[src/rtl/spi_frame_slave.sv]
`timescale 1ns/1ps
module spi_frame_slave #(
  parameter int WORD_W   = 16,
  parameter int GROUP    = 8,
  parameter int MIN_CLKS = 16,
  parameter int CNT_W    = 8
) (
  input  logic              clk,
  input  logic              rst_n,
  input  logic              cs_n,
  input  logic              sclk,
  input  logic              si,
  input  logic [WORD_W-1:0] status_i,
  output logic              so,
  output logic              so_oe,
  output logic [WORD_W-1:0] ctrl_o,
  output logic              commit_o,
  output logic              frame_err_o
);
  localparam logic [CNT_W-1:0] CNT_MAX = {CNT_W{1'b1}};
  localparam logic [CNT_W-1:0] CNT_MIN = CNT_W'(MIN_CLKS);
  localparam logic [CNT_W-1:0] CNT_GRP = CNT_W'(GROUP);

  logic [1:0] cs_sy, sck_sy, si_sy;
  logic       cs_d, sck_d;

  always_ff @(posedge clk or negedge rst_n) begin
    if (!rst_n) begin
      cs_sy  <= 2'b11;
      sck_sy <= 2'b00;
      si_sy  <= 2'b00;
      cs_d   <= 1'b1;
      sck_d  <= 1'b0;
    end else begin
      cs_sy  <= {cs_sy[0], cs_n};
      sck_sy <= {sck_sy[0], sclk};
      si_sy  <= {si_sy[0], si};
      cs_d   <= cs_sy[1];
      sck_d  <= sck_sy[1];
    end
  end

  logic              active;
  logic [WORD_W-1:0] shreg;
  logic              out_q;
  logic [CNT_W-1:0]  cnt;

  wire cs_fall  = cs_d & ~cs_sy[1];
  wire cs_rise  = ~cs_d & cs_sy[1];
  wire sck_rise = active & ~sck_d & sck_sy[1];
  wire sck_fall = active & sck_d & ~sck_sy[1];
  wire len_ok   = ((cnt % CNT_GRP) == '0) && (cnt >= CNT_MIN) && (cnt != CNT_MAX);

  always_ff @(posedge clk or negedge rst_n) begin
    if (!rst_n) begin
      active      <= 1'b0;
      shreg       <= '0;
      out_q       <= 1'b0;
      cnt         <= '0;
      ctrl_o      <= '0;
      commit_o    <= 1'b0;
      frame_err_o <= 1'b0;
    end else begin
      commit_o    <= 1'b0;
      frame_err_o <= 1'b0;
      if (cs_fall) begin
        active <= 1'b1;
        shreg  <= status_i;
        out_q  <= status_i[WORD_W-1];
        cnt    <= '0;
      end else if (cs_rise) begin
        active <= 1'b0;
        if (active && len_ok) begin
          ctrl_o   <= shreg;
          commit_o <= 1'b1;
        end else if (active) begin
          frame_err_o <= 1'b1;
        end
      end else begin
        if (sck_fall) begin
          shreg <= {shreg[WORD_W-2:0], si_sy[1]};
          if (cnt != CNT_MAX) cnt <= cnt + 1'b1;
        end
        if (sck_rise) out_q <= shreg[WORD_W-1];
      end
    end
  end

  assign so    = out_q;
  assign so_oe = active;

  p_pulses_exclusive_r10: assert property (@(posedge clk) disable iff (!rst_n)
    !(commit_o && frame_err_o));
  p_commit_single_r10: assert property (@(posedge clk) disable iff (!rst_n)
    commit_o |=> !commit_o);
  p_err_single_r10: assert property (@(posedge clk) disable iff (!rst_n)
    frame_err_o |=> !frame_err_o);
  p_ctrl_only_on_commit_r6: assert property (@(posedge clk) disable iff (!rst_n)
    !$stable(ctrl_o) |-> commit_o);
  p_oe_off_at_end_r2: assert property (@(posedge clk) disable iff (!rst_n)
    (commit_o || frame_err_o) |-> !so_oe);
  p_so_moves_on_rise_r4: assert property (@(posedge clk) disable iff (!rst_n)
    !$stable(so) |-> $past(sck_rise || cs_fall));
  p_cnt_never_wraps_r9: assert property (@(posedge clk) disable iff (!rst_n)
    (cnt == '0 && $past(cnt) != '0) |-> $past(cs_fall));
endmodule

[config.mk]
export PLATFORM = sky130hd
export DESIGN_NAME = spi_frame_slave
export DESIGN_NICKNAME = d
export VERILOG_FILES = /design/src/rtl/spi_frame_slave.sv
export SDC_FILE = /design/constraint.sdc
export NUM_CORES = 1
export LEC_CHECK = 0
export BUFFER_PORTS_ARGS = -buffer_cell sky130_fd_sc_hd__clkbuf_2
export CAP_MARGIN = 30
export CORE_MARGIN = 4
export CORE_UTILIZATION = 31
export DETAILED_ROUTE_END_ITERATION = 8
export REMOVE_ABC_BUFFERS = 1
export SYNTH_ARGS = -nofsm -noshare
export SYNTH_HDL_FRONTEND = slang
export SYNTH_SLANG_ARGS = --single-unit
[constraint.sdc]
create_clock -name clk -period 6.05 [get_ports clk]
set_input_delay 0.9075 -clock clk [delete_from_list [all_inputs] [get_ports clk]]
set_output_delay 0.9075 -clock clk [all_outputs]
set_load 0.005 [all_outputs]
-- Word-level counts from Yosys, hierarchy flattened
Cells that the tools add are included.
- logic and storage cells: 58
- bits in registers: 52
- input port bits: 21
- $add $sub $neg: 1
- muxes and demuxes: 19
- reductions and logical operators: 12
- equal/unequal tests: 2
- magnitude comparators: 1
- bitwise logic cells: 11
- operators with widths (operator ; count):
    $mux W16 ; 3
    $mux W8 ; 4
    $mux W1 ; 12
    $add A8 B1 Y8 const B ; 1
    $ge A8 B5 Y1 const B ; 1
    $logic_not A8 Y1 ; 1
    $ne A8 B8 Y1 const B ; 1
    $reduce_bool A2 Y1 ; 4
    $and A1 B1 Y1 ; 6
    $reduce_and A3 Y1 ; 2
    $not A1 Y1 ; 5
    $reduce_and A2 Y1 ; 2
    $logic_and A1 B1 Y1 ; 3
    $ne A2 B2 Y1 const B ; 1

-- Logic depth before layout (Yosys ltp)
Gate-level depths: netlist of run 1.
- word-level depth: 7
- gate-level depth with buffers: 7

-- Least setup slack after synthesis of run 1
No wires, ideal clock.
- path kind: register -> register
- from: register cs_d
- to: register cnt[0]
- path slack: 4.003 ns
- path buffers: 0
- period minus slack after synthesis: 2.047 ns
- library setup time: 0.125 ns
- data required time: 5.925 ns
- data arrival time: 1.922 ns
- cell stages (with the launch flop): 7
- path through: dfstp_2 inv_1 ha_1 and4bb_2 nor2_1 a31oi_1 mux2_2
- word-level cells in the longest chain between the ends: 4
- RTL lines (item ; line ; text):
    from (decl) ; 25 ; logic cs_d, sck_d;
    from (signal assigned) ; 38 ; cs_d <= cs_sy[1];
    $not A1 Y1 ; 49 ; wire cs_rise = ~cs_d & cs_sy[1];
    $and A1 B1 Y1 ; 49 ;
    $ne A2 B2 Y1 (no source line) ; n/a ;
    $reduce_and A3 Y1 (no source line) ; n/a ;
    to (signal assigned) ; 82 ; if (cnt != CNT_MAX) cnt <= cnt + 1'b1;
    to (decl) ; 46 ; logic [CNT_W-1:0] cnt;
Parallel ways exist; a longest one is shown, timed or not.
A chain may end at the register's enable or synchronous reset.

-- Worst setup path after layout of run 1
- from: register cs_d
- to: register cnt[0]
- RTL lines (item ; line ; text):
    $and A1 B1 Y1 * ; 48 ; wire cs_fall = cs_d & ~cs_sy[1];
    via cs_fall ; 48 ;
    $ne A2 B2 Y1 (no source line) / $reduce_bool A2 Y1 (equally long branches) ; n/a ;
    $reduce_and A3 Y1 (no source line) ; n/a ;
The timed path passes the listed nets; every way through them passes the cells marked *.

==> reports/metrics.yaml, run 1 <==
htree_levels: 2
syn_inst: 185
path_delay_family: "flip-flops"
cts.repair.resized: 0
peakVddDrop_v: 0.000168
ctsRootBufferMaster: "clkbuf_8"
post-cts-setup-buffer-count: 0
arrival_ps: 2800
outcome: "completed"
wire_per_inst_um: 13.7
period_share_pct: 43.0
area_delta_synth_final_pct: 17.4
firstDrtPassIters: 4
maxCapViolCount: 0
yosysWarnings: 0
die_y_um: 93.7
crit_slowest_cell: "dfstp_2"
grt.total_usage_pct: 11.0
slew_viol_final: 0
hp-class: "reg -> reg"
grt_max_degree: 53
clk_pin_slew_worst_paths_ps: 90
rsz0062_at_grt: "false"
path_cells: "ha_1 -> buf_4 -> nor2b_1 -> nor2_2 -> a31oi_1 -> mux2_2"
drc: 0
clock.fmax_mhz: 384
synth_edf_count: 0
powerDensity_mw_per_mm2: 304
drt_iter0_markers: 79
dp_hpwl_um: 3070
ys_types: 37
io_buffer_count: 40
cts_tree: "done"
skew_ps: 7.20
place_inst: 317
die_w_um: 93.7
synth_top_area_cell: "dfrtp_1"
finalSetupViolCount: 0
syn_area_per_cell_sq_um: 12.3
p_leak_nw: 1.27
fin_nets: 253
grt_first_pass_wirelength_um: 7660
finalCriticalPeriod_ps: 2600
worst-slew-pin-transition_ps: 649
clock-sinks: 52
num_antenna_cells: 0
synth_seq_cells: 52
ant_nets: 0
rows: 30
synthFlopType: "dfrtp_1"
start_kind: "flip-flop"
cts_buffers: 5
hold_violations: 0
vias: 1521
place_congestion: 0.757
instances_no_fill: 325
cp.buffers_inverters: 1
grt_pass1_vias: 1589
cp_slowest_stage_delay_ps: 540
ioPinCount: 41
critical_path_class: "reg -> reg"
synth.top_cell.area_share_pct: 53.8
netlist_area_sq_mm: 0.00228
ys_async_sr_fraction_pct: 100
via_per_inst: 4.68
yosysMostFrequentCell: "dfrtp_1"
r2r_slack_ps: 3450
cp.required_ps: 6250
drive_gt1_share_pct: 33.6
core-area_sq_mm: 0.00698
synthTopCellsByArea: "dfrtp_1 (54%), mux2i_1 (7.5%), mux2_4 (6.6%)"
yosysSeqAreaShare_pct: 57.3
clk_latency_ps: 310
worst_setup_path_end_kind: "flip-flop"
antenna_found_initial: 0
crit_fanout: 29
slew_headroom_pct: 56.5
wl_um: 4440
cts_max_path_buffers: 2
dieArea_sq_mm: 0.00879
overflow: 0
start_util_pct: 32.6
ctsHoldBuffers: 0
synth_common_cells: "dfrtp_1 (49), nand2_1 (20), mux2i_1 (17), o21ai_0 (17), mux2_4 (10)"
fin_setup_tns_ps: 0
-- registers in the layout, summed over array words and instances (netlist names), 2 cells and up --
name / count
cs_sy: 2
sck_sy: 2
si_sy: 2
cnt: 8
shreg: 16
ctrl_o: 16
-- layout by cell type, fill, tap and decap left out, drive strengths merged, types with 4 or more instances in the layout --
master	netlist	final
ha	4	4
o21ai	17	17
nand2	20	20
mux2	18	18
a21oi	5	5
clkbuf	4	45
mux2i	17	17
nor2	4	4
nor3	5	5
inv	9	9
dfrtp	49	49
-- layer usage --
| metal | routed length (um) | global-route usage (%) | part of all wire [%] | vias up |
|---|---|---|---|---|
| met5 | 0 | 0 | 0 | - |
| met4 | 13 | 2.17 | 0.29 | 0 |
| met3 | 232 | 4.01 | 5.2 | 4 |
| met2 | 2030 | 17.1 | 46 | 42 |
| met1 | 2160 | 14.8 | 49 | 736 |
| li1 | - | - | - | 739 |
-- area by class of cell --
cell class / count / area [sq um]
Timing Repair Buffer: 43 / 230
Tap cell: 96 / 120
Fill cell: 713 / 4310
Clock inverter: 3 / 18.8
Sequential cell: 52 / 1310
Inverter: 9 / 33.8
Multi-Input combinational cell: 117 / 898
Clock buffer: 5 / 68.8
-- final timing paths --
| path | startpoint | end | cells after the start |
|---|---|---|---|
| min | si_sy[0] | si_sy[1] | 0 |
| max reg2reg | cs_d | cnt[0] | 6 |
| max in group asynchronous | rst_n | cnt[7] | 2 |
| max | cs_d | cnt[0] | 6 |
| min in group asynchronous | rst_n | ctrl_o[8] | 2 |
| min reg2reg | si_sy[0] | si_sy[1] | 0 |
-- report_power, final --
part | internal (mW) | total [mW] | switching (mW)
Combinational | 0.0809 | 0.158 | 0.0768
Clock | 0.0809 | 0.197 | 0.117
Sequential | 0.407 | 0.458 | 0.0509
-- worst register-to-register path: cells and delay by family, from the launching register on --
family,cells,cell delay [ps]
fa+ha+maj,1,130
simple gates,2,540
buf+inv,1,360
mux,1,400
flops,1,540
compound gates,1,530
-- through the flow --
stage	util [%]	total power [mW]	setup slack [ps]	hold slack [ps]	area (sq um)
after floorplan	-	0.560	2970	331	2230
after global placement	36.8	0.617	3170	334	2570
after detailed placement	37.1	0.626	3450	340	2590
after CTS	38.3	0.826	3430	362	2680
after global routing	38.3	0.870	3240	365	2680
final	38.3	0.813	3450	358	2680
-- logic make-up (layout without fill, tap and decap cells) --
group	Yosys count	in the layout	synth area share (%)
flops	52	52	57.3
simple gates	47	47	11.5
mux	35	35	18.0
compound gates	31	31	7.63
buf+inv	16	60	3.40
fa+ha+maj	4	4	2.20
Note: power is estimated with default switching activity, not from simulation.
==> run 2: changes to the inputs <==
ABC_AREA = 1   (was default)
clock period = 2.7 ns   (was 6.05 ns; I/O delays follow)
==> run 2 against run 1 <==
Highest routed layer unchanged. Critical endpoint unchanged. Global-route usage rose by 0.58 points. Non-clock buffer count down 1. Final area rose by 1.6%.
==> reports/metrics.yaml, run 2 <==
outcome: "completed"  # unchanged
clock.fmax_mhz: 486  # was 384 MHz
ys_async_sr_fraction_pct: 100  # unchanged
fin_nets: 338  # was 253
firstDrtPassIters: 4  # unchanged
synthTopCellsByArea: "dfrtp_1 (52%), nand2_1 (14%), o21ai_0 (11%)"  # was dfrtp_1 (54%), mux2i_1 (7.5%), mux2_4 (6.6%)
synth_edf_count: 0  # unchanged
final_common_cell: "nand2_1"  # was dfrtp_1
grt_first_pass_wirelength_um: 8260  # was 7660 um
post-cts-setup-buffer-count: 0  # unchanged
rows: 31  # was 30
clk_pin_slew_worst_paths_ps: 100  # was 90 ps
antenna_found_initial: 0  # unchanged
critical_path_class: "reg -> reg"  # unchanged
synth_fa_ha_area_share_pct: 2.12  # was 2.20%
synth_seq_cells: 52  # unchanged
cp.required_ps: 2890  # was 6250 ps
syn_inst: 276  # was 185
ctsRootBufferMaster: "clkbuf_8"  # unchanged
num_antenna_cells: 0  # unchanged
skew_ps: 10.8  # was 7.20 ps
yosysWarnings: 0  # unchanged
synthSimpleGateAreaFrac_pct: 20.3  # was 11.5%
arrival_ps: 2250  # was 2800 ps
grt_max_degree: 35  # was 53
yosysSeqAreaShare_pct: 55.4  # was 57.3%
cts_tree: "done"  # unchanged
worst-slew-pin-transition_ps: 731  # was 649 ps
ctsHoldBuffers: 0  # unchanged
place_congestion: 0.832  # was 0.757
grt.total_usage_pct: 11.6  # was 11.0%
synth_top_area_cell: "dfrtp_1"  # unchanged
slew_headroom_pct: 51.3  # was 56.5%
syn_area_per_cell_sq_um: 8.54  # was 12.3 sq um
period_share_pct: 76.3  # was 43.0%
top_regs: "ctrl_o: 16 flops, shreg: 16 flops, cnt: 8 flops"  # unchanged
ant_nets: 0  # unchanged
ioPinCount: 41  # unchanged
dieArea_sq_mm: 0.00906  # was 0.00879 sq mm
finalSetupViolCount: 0  # unchanged
die_y_um: 95.2  # was 93.7 um
synth.top_cell.area_share_pct: 52.0  # was 53.8%
hold_violations: 0  # unchanged
wl_um: 4790  # was 4440 um
cts.repair.resized: 0  # unchanged
yosysMostFrequentCell: "nand2_1"  # was dfrtp_1
area_delta_synth_final_pct: 15.3  # was 17.4%
finalCriticalPeriod_ps: 2060  # was 2600 ps
final_cell_mix: "nand2_1 (90), o21ai_0 (53), dfrtp_1 (49)"  # was dfrtp_1 (49), clkbuf_2 (40), nand2_1 (20)
overflow: 0  # unchanged
hp-class: "in -> async"  # was reg -> reg
dp_hpwl_um: 3390  # was 3070 um
n_fill_cell: 763  # was 713
worst_setup_path_end_kind: "flip-flop"  # unchanged
vias: 1856  # was 1521
p_leak_nw: 1.36  # was 1.27 nW
crit_fanout: 33  # was 29
peakVddDrop_v: 0.000212  # was 0.000168 V
drive_gt1_share_pct: 19.4  # was 33.6%
slew_viol_final: 0  # unchanged
cts_buffers: 5  # unchanged
wire_per_inst_um: 11.6  # was 13.7 um
power.total_mw: 1.63  # was 0.813 mW
synthXorXnorAreaFrac_pct: 0.372  # was 0%
ys_types: 27  # was 37
rsz0062_at_grt: "false"  # unchanged
start_util_pct: 32.1  # was 32.6%
clk_latency_ps: 310  # about the same
htree_levels: 2  # unchanged
core-area_sq_mm: 0.00733  # was 0.00698 sq mm
drc: 0  # unchanged
grt_pass1_vias: 1840  # was 1589
drt_iter0_markers: 89  # was 79
synth_compound_area_share_pct: 14.1  # was 7.63%
io_buffer_count: 40  # unchanged
synthMuxAreaShare_pct: 0  # was 18.0%
synth_common_cells: "nand2_1 (90), o21ai_0 (53), dfrtp_1 (49)"  # was dfrtp_1 (49), nand2_1 (20), mux2i_1 (17), o21ai_0 (17), mux2_4 (10)
via_per_inst: 4.49  # was 4.68
die_w_um: 95.2  # was 93.7 um
fin_setup_tns_ps: 0  # unchanged
synthFlopType: "dfrtp_1"  # unchanged
start_kind: "flip-flop"  # unchanged
netlist_area_sq_mm: 0.00236  # was 0.00228 sq mm
maxCapViolCount: 0  # unchanged
cts_max_path_buffers: 2  # unchanged
clock-sinks: 52  # unchanged
synth_top_family_by_area: "simple AND/OR/NAND/NOR gates"  # was multiplexers
powerDensity_mw_per_mm2: 601  # was 304 mW/mm^2
run 2: cell types whose count changed in the layout (fill, tap and decap cells not counted), sizes merged, moves of 4 or more:
| cell | before | now |
|---|---|---|
| mux2 | 18 | 0 |
| inv | 9 | 30 |
| nand3 | 3 | 8 |
| nor2 | 4 | 8 |
| o21ai | 17 | 58 |
| mux2i | 17 | 0 |
| nor3 | 5 | 1 |
| nand2 | 20 | 92 |
run 2: routing by layer:
metal	vias up	GRT usage [%]	share of wire [%]
met1	868	15.1	47
li1	944	-	-
met4	0	4.33	0.96
met2	39	18.8	47
met3	5	2.53	5.1
met5	-	0	0
run 2: logic make-up after synthesis:
group	Yosys count
buffers and inverters	42
XOR/XNOR	1
AO/OA/AOI/OAI	63
flip-flops	52
AND/OR/NAND/NOR	114
adder cells (fa/ha/maj)	4
run 2: layout make-up:
type                       count  area, sq um  area share [%]
clock buffer                   5         68.8            2.53
clock inverter                 3         23.8           0.875
inverter                      30          113            4.14
multi-input combinational    182          868            32.0
sequential                    52         1310            48.0
tap                           99          124            4.56
timing repair buffer          42          215            7.92
run 2: where the power goes:
| group | total [mW] | internal [mW] | switching (mW) |
|---|---|---|---|
| logic | 0.249 | 0.0955 | 0.153 |
| registers | 0.932 | 0.872 | 0.0603 |
| clock network | 0.451 | 0.184 | 0.267 |
run 2: worst max-delay path, cell delays in order (launching register included):
cell and delay, ps:
dfstp_2 540, ha_1 170, inv_2 120, a21oi_4 610, nand2_2 310, nand2_1 110, o21ai_0 100
run 2: final timing paths:
path,startpoint,end,slack [ps],cells past startpoint
worst min-delay path,rst_n,cnt[0],140,1
worst min register to register,si_sy[0],si_sy[1],350,0
max in group asynchronous,rst_n,cnt[2],1750,2
min in group clk,cs_n,cs_sy[0],170,1
worst max register to register,cs_d,cnt[0],640,6
worst max-delay path,cs_d,cnt[0],640,6
run 2: per-stage QoR:
stage | hold WS [ps] | std cells | area [sq um] | setup slack (ps) | utilization [%]
after global placement | 335 | 405 | 2630 | 695 | 35.8
after detailed placement | 335 | 405 | 2630 | 619 | 35.8
after floorplan | 109 | 264 | 2290 | 321 | -
after global routing | 169 | 413 | 2720 | 398 | 37.1
final | 139 | 413 | 2720 | 641 | 37.1
after CTS | 162 | 413 | 2720 | 612 | 37.1
